==> config.mk <==
export PLATFORM = sky130hd
export DESIGN_NAME = rx_scatter_engine
export DESIGN_NICKNAME = d
export VERILOG_FILES = /design/src/rtl/rxs_pkg.sv /design/src/rtl/rxs_lane_map.sv /design/src/rtl/rxs_crc_pick.sv /design/src/rtl/rxs_fit.sv /design/src/rtl/rx_scatter_engine.sv
export SDC_FILE = /design/constraint.sdc
export NUM_CORES = 1
export LEC_CHECK = 0
export ABC_AREA = 1
export BUFFER_PORTS_ARGS = -buffer_cell sky130_fd_sc_hd__buf_4
export CORE_ASPECT_RATIO = 1.4
export CORE_MARGIN = 2
export CORE_UTILIZATION = 59
export DETAILED_ROUTE_END_ITERATION = 10
export HOLD_SLACK_MARGIN = 0.15
export PLACE_DENSITY = 0.86
export SYNTH_ARGS = -nofsm -noshare
export SYNTH_HDL_FRONTEND = slang
export SYNTH_SLANG_ARGS = --single-unit
==> constraint.sdc <==
create_clock -name clk -period 5.5 [get_ports clk]
set_clock_uncertainty 0.2 [all_clocks]
set_input_delay 0 -clock clk [delete_from_list [all_inputs] [get_ports clk]]
set_output_delay 0 -clock clk [all_outputs]
set_load 0.005 [all_outputs]
==> src/rtl/rxs_pkg.sv <==
package rxs_pkg;

  typedef enum logic [4:0] {
    S_IDLE,
    S_RD_CMD,
    S_RD_NRFD_LO,
    S_RD_NRFD_HI,
    S_RD_RBD_LO,
    S_RD_RBD_HI,
    S_RD_CAP,
    S_RD_RBA_LO,
    S_RD_RBA_HI,
    S_RD_LNK_LO,
    S_RD_LNK_HI,
    S_XFER,
    S_WR_CNT,
    S_DRAIN,
    S_WR_NXT_LO,
    S_WR_NXT_HI,
    S_WR_STAT
  } rxs_state_e;

  // byte offsets inside descriptors
  localparam logic [31:0] OFS_STATUS = 32'd0;
  localparam logic [31:0] OFS_CMD    = 32'd2;
  localparam logic [31:0] OFS_LINK   = 32'd4;
  localparam logic [31:0] OFS_PTR    = 32'd8;
  localparam logic [31:0] OFS_CAP    = 32'd12;
  localparam logic [31:0] OFS_HALF   = 32'd2;

  localparam int CNT_W      = 14;   // count / capacity field width
  localparam int CRC_BYTES  = 4;
  localparam int SUSP_BIT   = 14;   // in the frame command word
  localparam int LAST_BIT   = 15;   // in the capacity word
  localparam logic [15:0] DONE_STATUS = 16'hA000;

endpackage

==> src/rtl/rxs_lane_map.sv <==
module rxs_lane_map (
  input  logic [31:0] byte_addr,
  input  logic [7:0]  byte_data,
  output logic [30:0] word_addr,
  output logic [1:0]  lane_be,
  output logic [15:0] lane_wdata
);
  // big-endian: even byte in the upper half of the word
  always_comb begin
    word_addr  = byte_addr[31:1];
    lane_be    = byte_addr[0] ? 2'b01 : 2'b10;
    lane_wdata = {byte_data, byte_data};
  end
endmodule

==> src/rtl/rxs_crc_pick.sv <==
module rxs_crc_pick (
  input  logic [31:0] crc,
  input  logic [2:0]  left,
  output logic [7:0]  crc_byte
);
  // left counts down 4..1; most significant byte leaves first
  always_comb begin
    unique case (left)
      3'd4:    crc_byte = crc[31:24];
      3'd3:    crc_byte = crc[23:16];
      3'd2:    crc_byte = crc[15:8];
      3'd1:    crc_byte = crc[7:0];
      default: crc_byte = 8'h00;
    endcase
  end
endmodule

==> src/rtl/rxs_fit.sv <==
module rxs_fit #(
  parameter int REM_W = 15,
  parameter int CAP_W = 14
) (
  input  logic [CAP_W-1:0] capacity,
  input  logic [REM_W-1:0] remain,
  output logic [CAP_W-1:0] fit_num
);
  localparam int CW = (REM_W > CAP_W) ? REM_W : CAP_W;

  logic [CW-1:0] cap_x;
  logic [CW-1:0] rem_x;
  logic [CW-1:0] min_x;

  always_comb begin
    cap_x   = CW'(capacity);
    rem_x   = CW'(remain);
    min_x   = (cap_x < rem_x) ? cap_x : rem_x;
    fit_num = min_x[CAP_W-1:0];
  end
endmodule

==> src/rtl/rx_scatter_engine.sv <==
module rx_scatter_engine
  import rxs_pkg::*;
#(
  parameter int LEN_W = 14
) (
  input  logic             clk,
  input  logic             rst_n,
  input  logic             start,
  input  logic [LEN_W-1:0] frame_len,
  input  logic [31:0]      frame_crc,
  input  logic             frame_bcast,
  input  logic [31:0]      rfd_addr,
  input  logic             in_valid,
  input  logic [7:0]       in_data,
  output logic             in_ready,
  output logic             mem_req,
  output logic             mem_we,
  output logic [30:0]      mem_addr,
  output logic [1:0]       mem_be,
  output logic [15:0]      mem_wdata,
  input  logic [15:0]      mem_rdata,
  output logic             busy,
  output logic             done,
  output logic             ru_left
);

  localparam int REM_W = LEN_W + 1;

  rxs_state_e       state_q, state_n;
  logic             rd_wait_q, rd_wait_n;
  logic [31:0]      rfd_q, rfd_n;
  logic [31:0]      nrfd_q, nrfd_n;
  logic [31:0]      rbd_q, rbd_n;
  logic [31:0]      link_q, link_n;
  logic [31:0]      wptr_q, wptr_n;
  logic             susp_q, susp_n;
  logic             last_q, last_n;
  logic [CNT_W-1:0] bleft_q, bleft_n;
  logic [CNT_W-1:0] bnum_q, bnum_n;
  logic [LEN_W-1:0] fleft_q, fleft_n;
  logic [2:0]       cleft_q, cleft_n;
  logic [31:0]      crc_q, crc_n;
  logic             bc_q, bc_n;
  logic             done_q, done_n;
  logic             ru_q, ru_n;

  logic [REM_W-1:0] remain;
  logic [CNT_W-1:0] fit_num;
  logic [7:0]       crc_byte;
  logic [7:0]       out_byte;
  logic [31:0]      acc_byte;
  logic             is_byte;
  logic [15:0]      word_wdata;
  logic [30:0]      lane_addr;
  logic [1:0]       lane_be;
  logic [15:0]      lane_wdata;
  logic             frame_pending;
  logic             buf_open;

  assign remain        = REM_W'(fleft_q) + REM_W'(cleft_q);
  assign frame_pending = (fleft_q != '0);
  assign buf_open      = (bleft_q != '0);

  rxs_fit #(.REM_W(REM_W), .CAP_W(CNT_W)) u_fit (
    .capacity (mem_rdata[CNT_W-1:0]),
    .remain   (remain),
    .fit_num  (fit_num)
  );

  rxs_crc_pick u_crc (
    .crc      (crc_q),
    .left     (cleft_q),
    .crc_byte (crc_byte)
  );

  assign out_byte = frame_pending ? in_data : crc_byte;

  rxs_lane_map u_lane (
    .byte_addr  (acc_byte),
    .byte_data  (out_byte),
    .word_addr  (lane_addr),
    .lane_be    (lane_be),
    .lane_wdata (lane_wdata)
  );

  // ---------------- next-state logic ----------------
  always_comb begin
    state_n   = state_q;
    rd_wait_n = rd_wait_q;
    rfd_n     = rfd_q;
    nrfd_n    = nrfd_q;
    rbd_n     = rbd_q;
    link_n    = link_q;
    wptr_n    = wptr_q;
    susp_n    = susp_q;
    last_n    = last_q;
    bleft_n   = bleft_q;
    bnum_n    = bnum_q;
    fleft_n   = fleft_q;
    cleft_n   = cleft_q;
    crc_n     = crc_q;
    bc_n      = bc_q;
    done_n    = 1'b0;
    ru_n      = 1'b0;

    mem_req    = 1'b0;
    mem_we     = 1'b0;
    acc_byte   = rfd_q;
    is_byte    = 1'b0;
    word_wdata = 16'h0000;
    in_ready   = 1'b0;

    unique case (state_q)
      S_IDLE: begin
        if (start) begin
          rfd_n     = rfd_addr;
          fleft_n   = frame_len;
          cleft_n   = 3'(CRC_BYTES);
          crc_n     = frame_crc;
          bc_n      = frame_bcast;
          rd_wait_n = 1'b0;
          state_n   = S_RD_CMD;
        end
      end

      S_RD_CMD: begin
        acc_byte  = rfd_q + OFS_CMD;
        mem_req   = !rd_wait_q;
        rd_wait_n = !rd_wait_q;
        if (rd_wait_q) begin
          susp_n  = mem_rdata[SUSP_BIT];
          state_n = S_RD_NRFD_LO;
        end
      end

      S_RD_NRFD_LO: begin
        acc_byte  = rfd_q + OFS_LINK;
        mem_req   = !rd_wait_q;
        rd_wait_n = !rd_wait_q;
        if (rd_wait_q) begin
          nrfd_n[15:0] = mem_rdata;
          state_n      = S_RD_NRFD_HI;
        end
      end

      S_RD_NRFD_HI: begin
        acc_byte  = rfd_q + OFS_LINK + OFS_HALF;
        mem_req   = !rd_wait_q;
        rd_wait_n = !rd_wait_q;
        if (rd_wait_q) begin
          nrfd_n[31:16] = mem_rdata;
          state_n       = S_RD_RBD_LO;
        end
      end

      S_RD_RBD_LO: begin
        acc_byte  = rfd_q + OFS_PTR;
        mem_req   = !rd_wait_q;
        rd_wait_n = !rd_wait_q;
        if (rd_wait_q) begin
          rbd_n[15:0] = mem_rdata;
          state_n     = S_RD_RBD_HI;
        end
      end

      S_RD_RBD_HI: begin
        acc_byte  = rfd_q + OFS_PTR + OFS_HALF;
        mem_req   = !rd_wait_q;
        rd_wait_n = !rd_wait_q;
        if (rd_wait_q) begin
          rbd_n[31:16] = mem_rdata;
          state_n      = S_RD_CAP;
        end
      end

      S_RD_CAP: begin
        acc_byte  = rbd_q + OFS_CAP;
        mem_req   = !rd_wait_q;
        rd_wait_n = !rd_wait_q;
        if (rd_wait_q) begin
          last_n  = mem_rdata[LAST_BIT];
          bleft_n = fit_num;
          bnum_n  = fit_num;
          state_n = S_RD_RBA_LO;
        end
      end

      S_RD_RBA_LO: begin
        acc_byte  = rbd_q + OFS_PTR;
        mem_req   = !rd_wait_q;
        rd_wait_n = !rd_wait_q;
        if (rd_wait_q) begin
          wptr_n[15:0] = mem_rdata;
          state_n      = S_RD_RBA_HI;
        end
      end

      S_RD_RBA_HI: begin
        acc_byte  = rbd_q + OFS_PTR + OFS_HALF;
        mem_req   = !rd_wait_q;
        rd_wait_n = !rd_wait_q;
        if (rd_wait_q) begin
          wptr_n[31:16] = mem_rdata;
          state_n       = S_RD_LNK_LO;
        end
      end

      S_RD_LNK_LO: begin
        acc_byte  = rbd_q + OFS_LINK;
        mem_req   = !rd_wait_q;
        rd_wait_n = !rd_wait_q;
        if (rd_wait_q) begin
          link_n[15:0] = mem_rdata;
          state_n      = S_RD_LNK_HI;
        end
      end

      S_RD_LNK_HI: begin
        acc_byte  = rbd_q + OFS_LINK + OFS_HALF;
        mem_req   = !rd_wait_q;
        rd_wait_n = !rd_wait_q;
        if (rd_wait_q) begin
          link_n[31:16] = mem_rdata;
          state_n       = S_XFER;
        end
      end

      S_XFER: begin
        acc_byte = wptr_q;
        is_byte  = 1'b1;
        if (!buf_open) begin
          state_n = S_WR_CNT;
        end else if (frame_pending) begin
          in_ready = 1'b1;
          if (in_valid) begin
            mem_req = 1'b1;
            mem_we  = 1'b1;
            wptr_n  = wptr_q + 32'd1;
            bleft_n = bleft_q - 1'b1;
            fleft_n = fleft_q - 1'b1;
          end
        end else begin
          mem_req = 1'b1;
          mem_we  = 1'b1;
          wptr_n  = wptr_q + 32'd1;
          bleft_n = bleft_q - 1'b1;
          cleft_n = cleft_q - 3'd1;
        end
      end

      S_WR_CNT: begin
        acc_byte   = rbd_q + OFS_STATUS;
        mem_req    = 1'b1;
        mem_we     = 1'b1;
        word_wdata = {(remain == '0), 1'b1, bnum_q};
        rbd_n      = link_q;
        rd_wait_n  = 1'b0;
        if (last_q || (remain == '0)) begin
          state_n = frame_pending ? S_DRAIN : S_WR_NXT_LO;
        end else begin
          state_n = S_RD_CAP;
        end
      end

      S_DRAIN: begin
        in_ready = frame_pending;
        if (!frame_pending) begin
          state_n = S_WR_NXT_LO;
        end else if (in_valid) begin
          fleft_n = fleft_q - 1'b1;
        end
      end

      S_WR_NXT_LO: begin
        acc_byte   = nrfd_q + OFS_PTR;
        mem_req    = 1'b1;
        mem_we     = 1'b1;
        word_wdata = rbd_q[15:0];
        state_n    = S_WR_NXT_HI;
      end

      S_WR_NXT_HI: begin
        acc_byte   = nrfd_q + OFS_PTR + OFS_HALF;
        mem_req    = 1'b1;
        mem_we     = 1'b1;
        word_wdata = rbd_q[31:16];
        state_n    = S_WR_STAT;
      end

      S_WR_STAT: begin
        acc_byte   = rfd_q + OFS_STATUS;
        mem_req    = 1'b1;
        mem_we     = 1'b1;
        word_wdata = DONE_STATUS | {15'd0, bc_q};
        done_n     = 1'b1;
        ru_n       = susp_q;
        state_n    = S_IDLE;
      end

      default: state_n = S_IDLE;
    endcase
  end

  // memory port assembly
  always_comb begin
    mem_addr  = lane_addr;
    mem_be    = is_byte ? lane_be : 2'b11;
    mem_wdata = is_byte ? lane_wdata : word_wdata;
  end

  // ---------------- registers ----------------
  always_ff @(posedge clk or negedge rst_n) begin
    if (!rst_n) begin
      state_q   <= S_IDLE;
      rd_wait_q <= 1'b0;
      rfd_q     <= '0;
      nrfd_q    <= '0;
      rbd_q     <= '0;
      link_q    <= '0;
      wptr_q    <= '0;
      susp_q    <= 1'b0;
      last_q    <= 1'b0;
      bleft_q   <= '0;
      bnum_q    <= '0;
      fleft_q   <= '0;
      cleft_q   <= '0;
      crc_q     <= '0;
      bc_q      <= 1'b0;
      done_q    <= 1'b0;
      ru_q      <= 1'b0;
    end else begin
      state_q   <= state_n;
      rd_wait_q <= rd_wait_n;
      rfd_q     <= rfd_n;
      nrfd_q    <= nrfd_n;
      rbd_q     <= rbd_n;
      link_q    <= link_n;
      wptr_q    <= wptr_n;
      susp_q    <= susp_n;
      last_q    <= last_n;
      bleft_q   <= bleft_n;
      bnum_q    <= bnum_n;
      fleft_q   <= fleft_n;
      cleft_q   <= cleft_n;
      crc_q     <= crc_n;
      bc_q      <= bc_n;
      done_q    <= done_n;
      ru_q      <= ru_n;
    end
  end

  assign busy    = (state_q != S_IDLE);
  assign done    = done_q;
  assign ru_left = ru_q;

endmodule

==> metrics.txt, run 1 <==
status did not finish; failing step global routing (5_1_grt); Stop Error [ERROR GRT-0116] Global routing finished with congestion. Check the congestion regions in the DRC Viewer.; Synth area leader dfrtp_1; Die W between 150 and 200 µm; placed wire-length estimate 76,500 µm; Synth top area share a little under 30%; syn_nets between 3,000 and 4,000; height of the die 228 µm; Synth area leaders dfrtp_1 (29%), nand2_1 (20%), nand3_1 (9.5%); largest net degree at the start of global routing between 100 and 150; initial core utilization approximately three fifths; Max Root-Sink Buffers 3; Netlist cell types 62; H-tree depth 1; asr flop ratio synth 100%; global placer's final weighted congestion between 1 and 1.5; Post-synth top flop dfrtp_1; Yosys Warn Count 0; row count 81; total congestion overflow roughly 470; post-synthesis sequential area ratio about 30%; Yosys reg bits approximately 250; Cells after DPL roughly 4,000; Syn Area/Cell between 6 and 7 µm²; Syn Inst Count around 3,500; clk root buf clkbuf_16; Mapped Area ~21,000 µm²; CTS buffer count 26; Num Clock Sinks 246; GR Util All Layers 78.4%; first-pass GRT wire length roughly 220,000 µm; IO buf count 160; post-CTS sizing 0; vias in the first global route around 33,000; I/O pin cnt around 160; Post-synth EDFFs 0
[cells in the mapped netlist (18+ instances only)]
cell       number
a31oi_1        41
inv_1         317
nor3_1         48
nand2_1      1142
nand3_1       402
ha_1           32
nand4_1        65
xor2_1         42
buf_2          24
o22ai_1        23
o211ai_1       20
nor4_1         18
clkbuf_1       94
o2111ai_1      20
o21ai_0       230
nor2_2         24
a21oi_1        87
dfrtp_1       246
a22oi_1        21
nor2_1        404
[layer usage]
metal  overflow  track usage [%]
met1          4             78.3
met2        284             95.8
met3         12             62.1
met4        166             78.8
met5          1             25.7
[metrics by stage]
| step | instance area (µm²) | setup WS, ps | hold slack (ps) |
|---|---|---|---|
| floorplan | 21100 | 2260 | -496 |
| detailed placement | 22600 | 1190 | -91.6 |
| CTS | 25900 | 853 | 151 |
| global placement | 22600 | 1260 | -116 |
[logic make-up after synthesis]
logic type | share of synthesized area, %
simple gates | 43.3
buf+inv | 8.70
compound gates | 14.5
flops | 29.2
xor+xnor | 2.29
fa+ha+maj | 1.99
[repair_timing]
action | CTS
setup buffers | 0
hold buffers | 230
setup endpoints to repair | 0
hold endpoints to repair | 489
==> run 2: changes to the inputs <==
Settings changed: CORE_ASPECT_RATIO 1.4 to default, CORE_UTILIZATION 59 to 40, HOLD_SLACK_MARGIN 0.15 to default, PLACE_DENSITY 0.86 to default, PLACE_DENSITY_LB_ADDON from default to 0.15.
==> run 2 against run 1 <==
  * Synthesized cell count unchanged
  * Area after synthesis is the same
  * The flow now finishes without violations
==> metrics.txt, run 2 <==
status finished, final reports clean; Core Box Area roughly 52,000 µm²; via/cell ratio about 5.8; Commonest cells post-synth nand2_1 (1,142), nor2_1 (404), nand3_1 (402), inv_1 (317), dfrtp_1 (246); most frequent cells in the layout nand2_1 (1,142), nand3_1 (402), nor2_1 (400), inv_1 (317), dfrtp_1 (246); # setup viols final 0; Num Clock Sinks between 200 and 250; global placer's final weighted congestion roughly 1.0; Yosys reg bits 246; Area Growth Syn to Fin 23.7%; Power per Cell Area roughly 580 nW/µm²; R2R setup slack 1290 ps; syn_nets about 3,600; Final Hold Fails 0; ANT nets after route 0; WP data required 5300 ps; drt drc 0; Synth area leaders dfrtp_1 (29%), nand2_1 (20%), nand3_1 (9.5%); sw frac between 50 and 60%; count leader, synth nand2_1; worst vdd ir approximately 0.35 mV; Syn Inst Count 3,466; asr flop ratio synth between 90% and 100%; H-tree depth 1; Leak around 12 nW; antenna violations before repair 1; adder-cell share of the synthesized area 2.00%; slew margin rel. around 22%; Cells after DPL approximately 4,200; critical path type reg2out; RSZ-0062 raised after global routing false; placed wire-length estimate 79,200 µm; mux contribution to synthesized area 0%; Slew Limit Fails 0; Clk pwr share 13.1%; CP startpoint kind flip-flop; GR Util All Layers 37.7%; die area roughly 55,000 µm²; Final Cycle Share around 86%; Reg clk slew, reported paths ~60 ps; first-pass GRT wire length about 150,000 µm; complex-gate fraction of the synthesized area approximately 15%; fin area about 26,000 µm²; area post-placement between 20,000 and 25,000 µm²; Fill cells around 5,600; combinational share of power between 60% and 70%; reported max-cap violation count 0; Final TNS setup 0 ps; clk_lat worst skew roughly 610 ps; Post-synth top flop dfrtp_1; DR pass1 iterations 10; pre-CTS setup slack roughly 1400 ps; Mapped Area roughly 21,000 µm²; # hold bufs at CTS around 210; Tightest Pin Transition 1170 ps; DR iter-0 viols approximately 2,800; Max Root-Sink Buffers 3; Synth top area share between 20 and 30%; Final min period around 4700 ps; clk root buf clkbuf_16; IO buf count between 150 and 200; post-synthesis sequential area ratio between 20% and 30%; crit path max fanout 10; WL per Instance between 20 and 25 µm; Post-synth EDFFs 0; initial core utilization 40.3%; vias in the first global route about 24,000; crit path capture type primary output; Reg power frac a little over a quarter; Syn Area/Cell 6.08 µm²; fin worst setup slack ~750 ps; total congestion overflow 0; post-synthesis simple-gate area fraction between 40% and 50%; largest net degree at the start of global routing 152; drt total wl roughly 100,000 µm; Internal Power 6.96 mW; Reg area between 6000 and 7000 µm²; row count 84; Hold Path Class in2reg; commonest non-fill, non-tap cell in the layout nand2_1; share of layout cells above drive strength 1 ~8.7%; Post-Synth XOR/XNOR Area about 2.3%; CTS buffer count 30; via count approximately 26,000; Die W 234 µm; height of the die ~230 µm; CTS tree done; Multi-input gate area between 10,000 and 15,000 µm²; f_max 0.211 GHz; I/O pin cnt between 150 and 200; Synth area leader dfrtp_1; largest family of logic cells by synthesized area simple AND/OR/NAND/NOR gates; Yosys Warn Count 0; hold path cells 4; Net count, final about 4,000; Finished Layout Cells ~4,500; Netlist cell types 62; Setup Buffers After CTS 0; switching pwr around 8.2 mW; reg2reg path depth 14; post-CTS sizing 0; Worst Path Arrival approximately 4600 ps
-- run 2: cell counts after synthesis --
No cell type changed its count.
-- run 2: metrics by stage --
step | util (%) | power (mW) | hold slack (ps)
2_1_floorplan | - | 8.72 | -496
3_3_place_gp | 43.8 | 12.4 | -81.6
3_5_place_dp | 43.8 | 12.4 | -83.1
4_1_cts | 49.8 | 14.9 | 42.2
5_1_grt | 49.8 | 16.0 | 94.3
6_report | 49.8 | 15.2 | 70.2
-- run 2: layout make-up --
class | count | area share (%)
flip-flops and latches | 246 | 23.6
inverters | 336 | 4.84
multi-input cells | 2750 | 50.3
clock inverters | 11 | 0.441
diodes | 1 | 0.00960
clock buffers | 44 | 3.27
well taps | 688 | 3.30
repair buffers | 418 | 14.2
-- run 2: power groups by stage --
stage | combinational [mW] | sequential, mW | clock, mW
2_1_floorplan | 5.41 | 3.31 | 0
3_3_place_gp | 8.43 | 3.96 | 0
3_5_place_dp | 8.47 | 3.96 | 0
4_1_cts | 8.92 | 3.94 | 2.00
5_1_grt | 9.89 | 4.07 | 2.07
6_report | 9.16 | 4.01 | 1.98
-- run 2: worst paths after layout --
kind,start,endpoint
worst max-delay path,rbd_q[2]$_DFFE_PN0P_,mem_addr[21]
max in group asynchronous,rst_n,rfd_q[13]$_DFFE_PN0P_
worst min-delay path,frame_len[8],fleft_q[8]$_DFFE_PN0P_
worst min register to register,link_q[12]$_DFFE_PN0P_,link_q[12]$_DFFE_PN0P_
worst max register to register,state_q[4]$_DFFE_PN0P_,fleft_q[6]$_DFFE_PN0P_
min in group asynchronous,rst_n,wptr_q[18]$_DFFE_PN0P_
-- run 2: cells by family (layout without fill, tap and decap cells) --
group | count (synthesis) | in the layout
simple gates | 2148 | 2148
compound gates | 514 | 514
buf+inv | 470 | 809
flops | 246 | 246
xor+xnor | 55 | 55
fa+ha+maj | 33 | 33
other cells | 0 | 1
-- run 2: per-layer routing --
layer | GRT usage [%] | part of all wire, %
met1 | 50.3 | 42
met2 | 60.4 | 45
met3 | 4.81 | 7.9
met4 | 18.2 | 5.5
met5 | 0 | 0.0076
-- run 2: worst max-delay path, cell delays in order, from the launching register on --
cell     delay [ps]
dfrtp_1         620
ha_1            500
nand3_1         180
nor2_1          570
xor2_1          230
nor2_1          140
nor2_1           50
nand2_1         100
nand2_1          90
nor2_1          150
nand2_1         110
nor2_4          220
nand2_2         130
nor2_4          180
nand2_1          70
nand2_1          60
nand3_1          70
a21oi_1         290
buf_4           180
No activity file was read; power rests on OpenSTA's default activity.
